[src/rtl/csleep_pkg.sv]
`timescale 1ns/1ps
package csleep_pkg;
  localparam int NTHR  = 2;
  localparam int CST_W = 3;
  localparam int MTH_W = 2;

  localparam logic [CST_W-1:0] ST_C0  = 3'd0;
  localparam logic [CST_W-1:0] ST_C1  = 3'd1;
  localparam logic [CST_W-1:0] ST_C1E = 3'd2;
  localparam logic [CST_W-1:0] ST_C3  = 3'd3;
  localparam logic [CST_W-1:0] ST_C6  = 3'd4;

  localparam logic [MTH_W-1:0] M_HALT  = 2'd0;
  localparam logic [MTH_W-1:0] M_MWAIT = 2'd1;
  localparam logic [MTH_W-1:0] M_IORD  = 2'd2;

  typedef enum logic [3:0] {
    S_IDLE, S_FLUSH, S_SAVE, S_STOP, S_PWROFF,
    S_DEEP, S_PWRON, S_START, S_RESTORE
  } seq_e;

  typedef struct packed {
    logic [NTHR-1:0] wake;
    logic            block;
  } strobe_t;
endpackage

[src/rtl/sleepThreads.sv]
`timescale 1ns/1ps
module sleepThreads
  import csleep_pkg::*;
(
  input  logic                    clk,
  input  logic                    rstN,
  input  logic [NTHR-1:0]         reqValid,
  input  logic [NTHR*MTH_W-1:0]   reqMethod,
  input  logic [NTHR*CST_W-1:0]   reqLevel,
  input  strobe_t                 stb,
  output logic [NTHR-1:0]         thrRun,
  output logic [NTHR-1:0]         thrMwait,
  output logic [CST_W-1:0]        target
);
  logic [NTHR*CST_W-1:0] thrFlat;

  function automatic logic reqOk(input logic [MTH_W-1:0] m, input logic [CST_W-1:0] l);
    case (m)
      M_HALT:  return (l == ST_C1) || (l == ST_C1E);
      M_MWAIT: return (l >= ST_C1) && (l <= ST_C6);
      M_IORD:  return (l == ST_C3) || (l == ST_C6);
      default: return 1'b0;
    endcase
  endfunction

  for (genvar t = 0; t < NTHR; t++) begin : g_thr
    logic [CST_W-1:0] st;
    logic             mw;
    logic [MTH_W-1:0] m;
    logic [CST_W-1:0] l;
    assign m = reqMethod[t*MTH_W +: MTH_W];
    assign l = reqLevel[t*CST_W +: CST_W];

    always_ff @(posedge clk or negedge rstN) begin
      if (!rstN) begin
        st <= ST_C0;
        mw <= 1'b0;
      end else if (stb.wake[t] && st != ST_C0) begin
        st <= ST_C0;
      end else if (!stb.block && reqValid[t] && st == ST_C0 && reqOk(m, l)) begin
        st <= l;
        mw <= (m == M_MWAIT);
      end
    end

    assign thrRun[t]                  = (st == ST_C0);
    assign thrMwait[t]                = mw;
    assign thrFlat[t*CST_W +: CST_W]  = st;
  end

  always_comb begin
    target = '1;
    for (int i = 0; i < NTHR; i++)
      if (thrFlat[i*CST_W +: CST_W] < target) target = thrFlat[i*CST_W +: CST_W];
  end
endmodule

[src/rtl/sleepSeq.sv]
`timescale 1ns/1ps
module sleepSeq
  import csleep_pkg::*;
(
  input  logic              clk,
  input  logic              rstN,
  input  logic [NTHR-1:0]   irq,
  input  logic              monHit,
  input  logic              snoop,
  input  logic [NTHR-1:0]   thrRun,
  input  logic [NTHR-1:0]   thrMwait,
  input  logic [CST_W-1:0]  target,
  input  logic              flushDone,
  input  logic              saveDone,
  input  logic              clkStopAck,
  input  logic              pwrOffAck,
  input  logic              restoreDone,
  output logic              flushReq,
  output logic              saveReq,
  output logic              clkStopReq,
  output logic              pwrOffReq,
  output logic              restoreReq,
  output strobe_t           stb,
  output logic [CST_W-1:0]  coreState,
  output logic              busy,
  output logic              snoopAck
);
  seq_e             fsm, nxt;
  logic [CST_W-1:0] deepTgt, settled;
  logic [NTHR-1:0]  pend, evtSleep, wake;
  logic             isC6;

  assign evtSleep = (irq | ({NTHR{monHit}} & thrMwait)) & ~thrRun;
  assign isC6     = (deepTgt == ST_C6);

  always_comb begin
    nxt = fsm;
    wake = '0;
    flushReq = 1'b0; saveReq = 1'b0; clkStopReq = 1'b0;
    pwrOffReq = 1'b0; restoreReq = 1'b0;
    case (fsm)
      S_IDLE: begin
        if (|evtSleep) wake = evtSleep;
        else if (target >= ST_C3) nxt = S_FLUSH;
      end
      S_FLUSH: begin
        flushReq = 1'b1;
        if (flushDone) nxt = isC6 ? S_SAVE : S_STOP;
      end
      S_SAVE: begin
        saveReq = 1'b1;
        if (saveDone) nxt = S_STOP;
      end
      S_STOP: begin
        clkStopReq = 1'b1;
        if (clkStopAck) nxt = isC6 ? S_PWROFF : S_DEEP;
      end
      S_PWROFF: begin
        clkStopReq = 1'b1; pwrOffReq = 1'b1;
        if (pwrOffAck) nxt = S_DEEP;
      end
      S_DEEP: begin
        clkStopReq = 1'b1; pwrOffReq = isC6;
        if (|(pend | evtSleep)) nxt = isC6 ? S_PWRON : S_START;
      end
      S_PWRON: begin
        clkStopReq = 1'b1;
        if (!pwrOffAck) nxt = S_START;
      end
      S_START: begin
        if (!clkStopAck) begin
          if (isC6) nxt = S_RESTORE;
          else begin
            wake = pend | evtSleep;
            nxt  = S_IDLE;
          end
        end
      end
      S_RESTORE: begin
        restoreReq = 1'b1;
        if (restoreDone) begin
          wake = '1;
          nxt  = S_IDLE;
        end
      end
      default: nxt = S_IDLE;
    endcase
  end

  always_ff @(posedge clk or negedge rstN) begin
    if (!rstN) begin
      fsm      <= S_IDLE;
      deepTgt  <= ST_C0;
      pend     <= '0;
      settled  <= ST_C0;
      snoopAck <= 1'b0;
    end else begin
      fsm      <= nxt;
      settled  <= coreState;
      snoopAck <= snoop && (fsm == S_IDLE);
      if (fsm == S_IDLE) begin
        pend <= '0;
        if (nxt == S_FLUSH) deepTgt <= target;
      end else begin
        pend <= pend | evtSleep;
      end
    end
  end

  assign coreState = (fsm == S_DEEP) ? deepTgt :
                     (fsm == S_IDLE && target < ST_C3) ? target : settled;
  assign busy      = (fsm != S_IDLE) && (fsm != S_DEEP);
  assign stb.wake  = wake;
  assign stb.block = (fsm != S_IDLE);
endmodule

[src/rtl/coreSleepCtl.sv]
`timescale 1ns/1ps
module coreSleepCtl
  import csleep_pkg::*;
(
  input  logic                   clk,
  input  logic                   rstN,
  input  logic [NTHR-1:0]        reqValid,
  input  logic [NTHR*MTH_W-1:0]  reqMethod,
  input  logic [NTHR*CST_W-1:0]  reqLevel,
  input  logic [NTHR-1:0]        irq,
  input  logic                   monHit,
  input  logic                   snoop,
  output logic                   flushReq,
  input  logic                   flushDone,
  output logic                   saveReq,
  input  logic                   saveDone,
  output logic                   clkStopReq,
  input  logic                   clkStopAck,
  output logic                   pwrOffReq,
  input  logic                   pwrOffAck,
  output logic                   restoreReq,
  input  logic                   restoreDone,
  output logic [CST_W-1:0]       coreState,
  output logic [NTHR-1:0]        threadRun,
  output logic                   busy,
  output logic                   snoopAck
);
  strobe_t          stb;
  logic [NTHR-1:0]  thrMwait;
  logic [CST_W-1:0] target;

  sleepThreads u_thr (
    .clk(clk), .rstN(rstN), .reqValid(reqValid), .reqMethod(reqMethod),
    .reqLevel(reqLevel), .stb(stb), .thrRun(threadRun), .thrMwait(thrMwait),
    .target(target)
  );

  sleepSeq u_seq (
    .clk(clk), .rstN(rstN), .irq(irq), .monHit(monHit), .snoop(snoop),
    .thrRun(threadRun), .thrMwait(thrMwait), .target(target),
    .flushDone(flushDone), .saveDone(saveDone), .clkStopAck(clkStopAck),
    .pwrOffAck(pwrOffAck), .restoreDone(restoreDone),
    .flushReq(flushReq), .saveReq(saveReq), .clkStopReq(clkStopReq),
    .pwrOffReq(pwrOffReq), .restoreReq(restoreReq), .stb(stb),
    .coreState(coreState), .busy(busy), .snoopAck(snoopAck)
  );
endmodule

[config.mk]
export PLATFORM = sky130hd
export DESIGN_NAME = coreSleepCtl
export DESIGN_NICKNAME = d
export VERILOG_FILES = /design/src/rtl/csleep_pkg.sv /design/src/rtl/sleepThreads.sv /design/src/rtl/sleepSeq.sv /design/src/rtl/coreSleepCtl.sv
export SDC_FILE = /design/constraint.sdc
export NUM_CORES = 1
export LEC_CHECK = 0
export CAP_MARGIN = 20
export CORE_UTILIZATION = 53
export DETAILED_ROUTE_END_ITERATION = 6
export HOLD_SLACK_MARGIN = 0.08
export PLACE_DENSITY = 0.95
export SLEW_MARGIN = 30
export SYNTH_ARGS = -nofsm -noshare
export SYNTH_HDL_FRONTEND = slang
export SYNTH_SLANG_ARGS = --single-unit
[constraint.sdc]
create_clock -name clk -period 2.9 [get_ports clk]
set_clock_uncertainty 0.1 [all_clocks]
set_input_delay 0.29 -clock clk [delete_from_list [all_inputs] [get_ports clk]]
set_output_delay 0.29 -clock clk [all_outputs]
set_load 0.02 [all_outputs]
After elaboration in Yosys (flattened, before gate mapping)
Cells that the tools add are included.

word-level totals
  bits in registers = 21
  bits of input ports = 23
  output and inout port bits = 12
  word-level logic and storage cells = 119

cells by class
  magnitude comparators = 8
  equality and inequality tests = 23
  multiplexer cells = 38
  bitwise gates (word level) = 7
  reduce and logical (&&, ||, !) cells = 34

operator list
  operator              count
  $mux W4               11
  $pmux W4 S9           1
  $mux W3               8
  $eq A4 B3 Y1 const B  4
  $logic_and A1 B1 Y1   13
  $eq A3 B2 Y1 const B  4
  $mux W2               5
  $eq A3 B3 Y1 const B  3
  $mux W1               9
  $eq A4 B1 Y1 const B  2
  $eq A4 B2 Y1 const B  2
  $eq A3 B1 Y1 const B  2
  $ge A3 B1 Y1 const B  2
  $le A3 B3 Y1 const B  2
  $logic_not A3 Y1      2
  $pmux W1 S3           2
  $pmux W2 S3           1
  $reduce_and A2 Y1     3
  $reduce_bool A3 Y1    2
  $and A2 B2 Y2         2
  $eq A2 B1 Y1 const B  2
  $eq A2 B2 Y1 const B  2
  $eq A4 B4 Y1 const B  1
  $logic_not A2 Y1      2
  other kinds (16)      23

Depth between registers and ports, before layout
Gate-level depths: netlist of the first run.

  depth after elaboration = 12
  gate-level depth with buffers = 8
  gate-level depth less buffers = 7

Hierarchy
Synthesis of the first run repeated with hierarchy kept, for this count alone.

second synthesis, totals
  cells, all modules = 168
  area total of the unflattened synthesis = 1447.6 um^2

modules (own cells, without submodules)
  module        instances  cells each  area an instance (um^2)  sequential area each (um^2)
  sleepSeq      1          93          802.0                    325.3
  sleepThreads  1          75          645.6                    200.2

Worst setup path after synthesis of the first run
No wires, ideal clock.

  path type = register to output
  from = register u_thr.g_thr[1].st[2]
  to = output coreState[0]
  data arrival time = 2003 ps
  required time = 2510 ps
  slack = 507 ps
  cell stages (with the launch flop) = 7
  path buffers = 0
  cells stage by stage = dfrtp_1 -> ha_1 -> a21oi_1 -> o21ai_4 -> mux2i_1 -> a21oi_1 -> a222oi_1

on the way
  cells in the longest elaborated chain, start to end = 6

ends and longest elaborated chain
  what                      RTL line            text
  start: declaration        sleepThreads.sv:27  logic [CST_W-1:0] st;
  start signal: assignment  sleepThreads.sv:41  st <= l;
  $lt A3 B3 Y1              sleepThreads.sv:54  if (thrFlat[i*CST_W +: CST_W] < target) target = thrFlat[i*CST_W +: CST_W];
  $mux W3 (*)               sleepThreads.sv:54
  $lt A3 B2 Y1              sleepSeq.sv:111     (fsm == S_IDLE && target < ST_C3) ? target : settled;
  $logic_and A1 B1 Y1       sleepSeq.sv:111
  $mux W3 (*)               sleepSeq.sv:111
  $mux W3 (*)               sleepSeq.sv:110     assign coreState = (fsm == S_DEEP) ? deepTgt :
  end: declaration          coreSleepCtl.sv:23  output logic [CST_W-1:0] coreState,

Mark *: on every way between the ends. The rest lies on a longest branch, timed or not.

Worst setup path in the final report of the first run
  from = register u_thr.g_thr[1].st[1]
  to = output coreState[0]

Same word-level chain as after synthesis.

==> results.md, run 1 <==
- Mapped Area: roughly 0.0015 mm²
- Peak supply drop: 758.4 µV
- Kind of critical path: reg2out
- Min Tclk post-route: 2790 ps
- Synth cell count leaders: 21 x dfrtp_1, 14 x a21oi_1, 14 x inv_1, 14 x nand2_1, 12 x nor2_1
- Synth unique cells: 45
- Drt first pass iters: 5
- Die width: 54.31 µm
- Clk_lat worst skew: 310 ps
- Avg Inst Size Synth: 8.736 µm²
- Area growth, synth to finish: 29.59%
- Worst-path clk slew: ~110 ps
- Post-synthesis sequential area ratio: 36.24%
- EDFF count, synth: 0
- Clk pwr share: 8.0%
- Yosys reg bits: 21
- # clock sinks: 21
- Crit path max fanout: 6
- Synth Flop Type: dfrtp_1
- Most common cell in the netlist: dfrtp_1
- Die Y: 54.31 µm
- Syn. warnings: 0
- Seq pwr share: 28.0%
- Share of post-route cells with drive strength above 1: 10.63%
- Leakage: approximately 0.84 nW
- I/O pin count: 35
- Fin nets: between 200 and 250
- # rows: 18
- Final max-slew violation count: 0
- Share of the synthesized area in the top cell type: 36.24%
- CP peak stage delay: 460 ps
- Worst-Margin Slew: 556.8 ps
- Finished Core Util: approximately 75%
- Global route total overflow: 0
- Post-DRT Antenna Nets: 0
- Vias per inst: just under 6
- Final critical-path share of the clock period: 96.22%
- Status: finished, final reports clean
- CP endpoint kind: output port
- Via count: 1407
- Psw: 0.0008314 W
- Initial antenna violation count: 0
- First-pass GRT wire length: 5.720 mm
- CTS tree: yes
- GRT Total Usage: 27.83%
- Max-cap violations: 0
- Startpoint types: flop
- Crit-path cells: ha_1, nand2_1, o21ai_4, mux2i_1, a21oi_1, a222oi_1, clkbuf_2
- H-tree level count: 1
- HPWL after DPL: 2.908 mm
- Vias in the first global route: about 1300
- Die area: 0.002949 mm²
- Ranking of synthesized cells by area: dfrtp_1 36%, a21oi_1 4.8%, mux2i_1 4.1%, inv_1 3.6%, nand2_1 3.6%
- Clock buffer depth: 2
- Largest net degree at the start of global routing: 22
- Final hold vios: 0
- Crit path arrival time: 2400 ps
- Core area: 0.002522 mm²
- Post-synth ARST share: between 90% and 100%
- CP max stage cell: dfrtp_1
- Clock root buffer: clkbuf_4
- Total Wirelength: 3.701 mm
- Post-Syn Nets: 192
- Sw Ratio: 45.76%
- Drc violations: 0
- Area leader, netlist: dfrtp_1
- Cts bufs inserted: 3
- Max Freq: 0.3584 GHz
- Synthesized instance count: 166
- GPL Wtd Cong: 0.8726
- Antenna Cells: 0
- Setup violations, final: 0
- Initial Util: a little under three fifths
- Starting DRC count in detailed routing: 23
- Pwr dens: about 970 mW/mm²
- RSZ-0062 raised after global routing: no
- Logic pwr share: ~64%
- Hold Path Class: in2async
- Setup TNS Final: 0 ps
- Port bufs: 34
- Slew margin rel.: 62.60%
- Routed length per placed instance: 15.62 µm
- Worst EP required: between 2000 and 3000 ps
- Internal: 0.0009855 W
## layout make-up
type	instances	area (µm²)
multi-input combinational	125	839.6
tap	30	37.54
sequential	21	525.5
fill	196	643.1
inverter	14	52.55
clock buffer	4	26.28
timing repair buffer	43	397.9
## worst paths after layout
check                                      from              endpoint  slack, ps  cells past startpoint
setup / recovery           u_thr.g_thr[1].st[1]          coreState[0]        110                      7
hold / removal                             rstN          u_seq.fsm[2]        360                      2
setup reg to reg           u_thr.g_thr[1].st[1]      u_seq.settled[0]        740                      7
hold reg to reg               u_thr.g_thr[1].mw     u_thr.g_thr[1].mw        410                      1
max in group asynchronous                  rstN  u_thr.g_thr[1].st[2]       2000                      2
min in group clk              u_thr.g_thr[1].mw     u_thr.g_thr[1].mw        410                      1
## per-layer routing
| layer | routed length, µm | vias up | GRT usage, % |
|---|---|---|---|
| li1 | - | 679 | - |
| met1 | 1496 | 667 | 29.66 |
| met2 | 1955 | 54 | 51.83 |
| met3 | 178 | 7 | 5.556 |
| met4 | 71 | 0 | 12.82 |
| met5 | 0 | - | 0 |
## power groups by stage
stage               Combinational, W  Sequential, W  Clock (W)
floorplan                   0.000760       0.000489          0
global placement             0.00110       0.000505          0
detailed placement           0.00115       0.000513          0
CTS                          0.00114       0.000506   0.000146
global route                 0.00126       0.000522   0.000162
finish                       0.00116       0.000508   0.000146
## layout by cell type, fill, tap and decap left out, types with 4 or more instances in the layout
master / count
clkdlybuf4s50_1: 30
dfrtp_1: 21
inv_1: 14
nand2_1: 14
a21oi_1: 13
nor2_1: 12
buf_4: 8
mux2i_1: 6
o21ai_0: 6
nand3_1: 5
nor2b_1: 5
a22o_1: 5
and2_1: 4
and3_1: 4
## sequential cells by signal, indices dropped and copies added (netlist names)
register,cells
u_thr.g_thr.st,6
u_thr.g_thr.mw,2
u_seq.deepTgt,3
u_seq.pend,2
u_seq.fsm,4
u_seq.settled,3
u_seq.snoopAck,1
## logic make-up (layout without fill, tap and decap cells)
group	count (synthesis)	in the layout	synth area share, %
buffers and inverters	20	61	6.126
adders and majority gates	3	3	2.589
muxes	9	9	6.730
xor gates and xnor gates	5	5	3.020
and+or+nand+nor	65	65	25.37
DFF	21	21	36.24
AOI/OAI and AO/OA	43	43	19.93
## repair_timing
action / 4_1_cts / 5_1_grt
pin swaps: 0 / 1
endpoints found under the hold margin: 0 / 21
hold buffers: 0 / 1
setup buffers: 0 / 1
setup endpoints to repair: 3 / 1
gates resized for setup: 6 / 1
## metrics by stage
| step | total power (W) | instances | cell area (µm²) | setup slack (ps) | hold WS (ps) |
|---|---|---|---|---|---|
| CTS | 0.001791 | 235 | 1871 | 1.251 | 406.9 |
| global route | 0.001948 | 237 | 1879 | 22.24 | 395.7 |
| global placement | 0.001601 | 231 | 1844 | 204.0 | 383.2 |
| detailed placement | 0.001661 | 231 | 1844 | 6.581 | 383.4 |
| floorplan | 0.001249 | 166 | 1450 | 506.7 | -105.6 |
| finish | 0.001817 | 237 | 1879 | 109.7 | 364.3 |
## critical path: cells and delay by family, from the launching register on
kind            cells  cell delay [ps]
compound gates      3              690
fa+ha+maj           1              300
buf+inv             1              250
flops               1              460
mux                 1              290
simple gates        1              100
Power figures use the tool's default switching activity.
==> run 2, diff against run 1 <==
==> constraint.sdc (replaced) <==
create_clock -name clk -period 2.9 [get_ports clk]
set_clock_uncertainty 0.1 [all_clocks]
set_input_delay 0.435 -clock clk [delete_from_list [all_inputs] [get_ports clk]]
set_output_delay 0.435 -clock clk [all_outputs]
set_load 0.02 [all_outputs]
==> results.md, run 2 (synthesis gave the netlist of run 1 again) <==
- Status: finished, final reports clean (unchanged)
- Crit path max fanout: 4 (was 6)
- GPL Wtd Cong: 0.8612 (was 0.8726)
- Hold Path Class: reg2reg (was in2async)
- DP Cell Count: 233 (was 231)
- Global routing usage on met1: 28.32% (was 29.66%)
- Post-DRT Antenna Nets: 0 (unchanged)
- Hold path startpoint: u_thr.g_thr[1].mw
- Vias in the first global route: 1416 (was 1333)
- Vias per inst: 6.046 (was 5.937)
- Leakage: 0.8594 nW (was 0.8428 nW)
- Via count: 1451 (was 1407)
- R2R Path End: u_seq.fsm[0] (was u_seq.settled[0])
- H-tree level count: 1 (unchanged)
- Commonest non-fill, non-tap cells in the layout: 30 x clkdlybuf4s50_1, 21 x dfrtp_1, 13 x inv_1, 13 x nand2_1 (was 30 x clkdlybuf4s50_1, 21 x dfrtp_1, 14 x inv_1, 14 x nand2_1, 13 x a21oi_1)
- Die area: 0.002949 mm² (unchanged)
- Clock buffer depth: 2 (unchanged)
- Final critical-path share of the clock period: 97.45% (was 96.22%)
- First-pass GRT wire length: 5.754 mm (was 5.720 mm)
- Fin nets: 237 (was 234)
- Global route total overflow: 0 (unchanged)
- Slew margin rel.: 60.87% (was 62.60%)
- Path depth of the worst reg2reg path: 7 (unchanged)
- HPWL after DPL: 2.848 mm (was 2.908 mm)
- CP endpoint kind: output port (unchanged)
- CTS tree: yes (unchanged)
- Final instance area: 0.001947 mm² (was 0.001879 mm²)
- Cts bufs inserted: 3 (unchanged)
- Dpl ws: -141.4 ps (was 6.581 ps)
- Worst EP required: 2370 ps (was 2510 ps)
- Total Wirelength: 3.757 mm (was 3.701 mm)
- Largest reg by FF count: u_thr.g_thr.st (unchanged)
- Setup violations, final: 0 (unchanged)
- Routed length per placed instance: 15.65 µm (was 15.62 µm)
- # rows: 18 (unchanged)
- Max Freq: 0.3538 GHz (was 0.3584 GHz)
- Drt first pass iters: 4 (was 5)
- Met2 Use GR: 53.25% (was 51.83%)
- GRT Total Usage: 27.15% (was 27.83%)
- Top flop regs: u_thr.g_thr.st (6), u_seq.fsm (4) (unchanged)
- Clock root buffer: clkbuf_4 (unchanged)
- Pwr dens: 1003 mW/mm² (was 966.8 mW/mm²)
- GRT busiest layer: met2 (unchanged)
- Worst-path clk slew: 110 ps (about the same)
- WHS Path Cells: 1
- Core area: 0.002522 mm² (unchanged)
- Peak supply drop: 762.7 µV (was 758.4 µV)
- Finished Core Util: 77.18% (was 74.50%)
- Initial Util: 57.49% (unchanged)
- Non-Filler Instances: 240 (was 237)
- Max FFs per register: 6 (unchanged)
- Startpoint types: flop (unchanged)
- Largest net degree at the start of global routing: 22 (unchanged)
- Die width: 54.31 µm (unchanged)
- Crit path arrival time: 2290 ps (was 2400 ps)
- R2r setup slk: 640 ps (was 740 ps)
- Kind of critical path: reg2out (unchanged)
- Met3 GRT Util: 2.778% (was 5.556%)
- Max-cap violations: 0 (unchanged)
- Min Tclk post-route: 2826 ps (was 2790 ps)
- Final max-slew violation count: 0 (unchanged)
- Die Y: 54.31 µm (unchanged)
- Starting DRC count in detailed routing: 60 (was 23)
- Area growth, synth to finish: 34.25% (was 29.59%)
- Worst Hold End: u_thr.g_thr[1].mw
- Final hold vios: 0 (unchanged)
- # clock sinks: 21 (unchanged)
- Placed cell area: 0.001859 mm² (was 0.001844 mm²)
- Final worst setup slack: 73.94 ps (was 109.7 ps)
- Clk_lat worst skew: 310 ps (about the same)
- Initial antenna violation count: 0 (unchanged)
- I/O pin count: 35 (unchanged)
- Share of post-route cells with drive strength above 1: 15.24% (was 10.63%)
- Port bufs: 34 (unchanged)
- Reg2reg start: u_thr.g_thr[1].st[1] (unchanged)
- Drc violations: 0 (unchanged)
- Worst-Margin Slew: 581.5 ps (was 556.8 ps)
- Antenna Cells: 0 (unchanged)
- Commonest non-fill, non-tap cell in the layout: clkdlybuf4s50_1 (unchanged)
## run 2: changes by cell type in the layout (fill, tap and decap cells not counted), sizes merged
cell / delta
clkbuf: -1
buf: +4
## run 2: area by class of cell
cell class / count / area (µm²)
flip-flops and latches: 21 / 525.5
well taps: 30 / 37.54
inverters: 14 / 52.55
repair buffers: 46 / 420.4
multi-input cells: 125 / 884.6
clock buffers: 4 / 26.28
fillers: 176 / 575.6
## run 2: repair_timing
action	4_1_cts	5_1_grt
endpoints found under the hold margin	0	21
pin swaps	0	4
gates resized for setup	7	9
hold buffers	0	1
buffers inserted	0	2
setup endpoints to repair	3	2
## run 2: metal layers
layer  up-vias  wire length (µm)
met5         -                 0
met2        85              1949
met4         0                99
met1       669              1500
met3         9               207
li1        688                 -
## run 2: power by group
group	total, W	leakage (nW)	switching, W	internal (W)
Combinational	0.00130	0.579	0.000696	0.000602
Clock	0.000148	0.0150	0.0000938	0.0000539
Sequential	0.000507	0.265	0.000101	0.000406
## run 2: through the flow
| stage | hold WS (ps) | setup TNS (ps) | total power, W |
|---|---|---|---|
| floorplan | 39.41 | 0 | 0.001249 |
| global route | 445.9 | -30.51 | 0.002071 |
| global placement | 387.1 | 0 | 0.001616 |
| CTS | 425.4 | -58.81 | 0.001820 |
| finish | 426.5 | 0 | 0.001952 |
| detailed placement | 402.2 | -141.4 | 0.001676 |
## run 2: worst max-delay path by stage
stage,slack [ps],to,from,depth (start not counted)
5_1_grt,-30,coreState[0],u_thr.g_thr[1].st[1],7
4_1_cts,-60,coreState[0],u_thr.g_thr[0].st[2],8
3_3_place_gp,70,coreState[0],u_thr.g_thr[1].st[2],7
2_1_floorplan,360,coreState[0],u_thr.g_thr[1].st[2],6
6_report,70,coreState[0],u_thr.g_thr[1].st[1],7
3_5_place_dp,-140,coreState[0],u_thr.g_thr[1].st[2],7
## run 2: critical path, stage by stage (launching register included)
cell and delay (ps):
dfrtp_1 450, ha_4 310, nand2_4 60, o21ai_4 210, mux2i_2 290, a21oi_2 90
a222oi_1 320, buf_2 250
==> run 3, diff against run 2 <==
TNS_END_PERCENT = 5   (was not set)
==> results of run 3 <==
Final layout, timing and power as in run 2 (identical DEF).
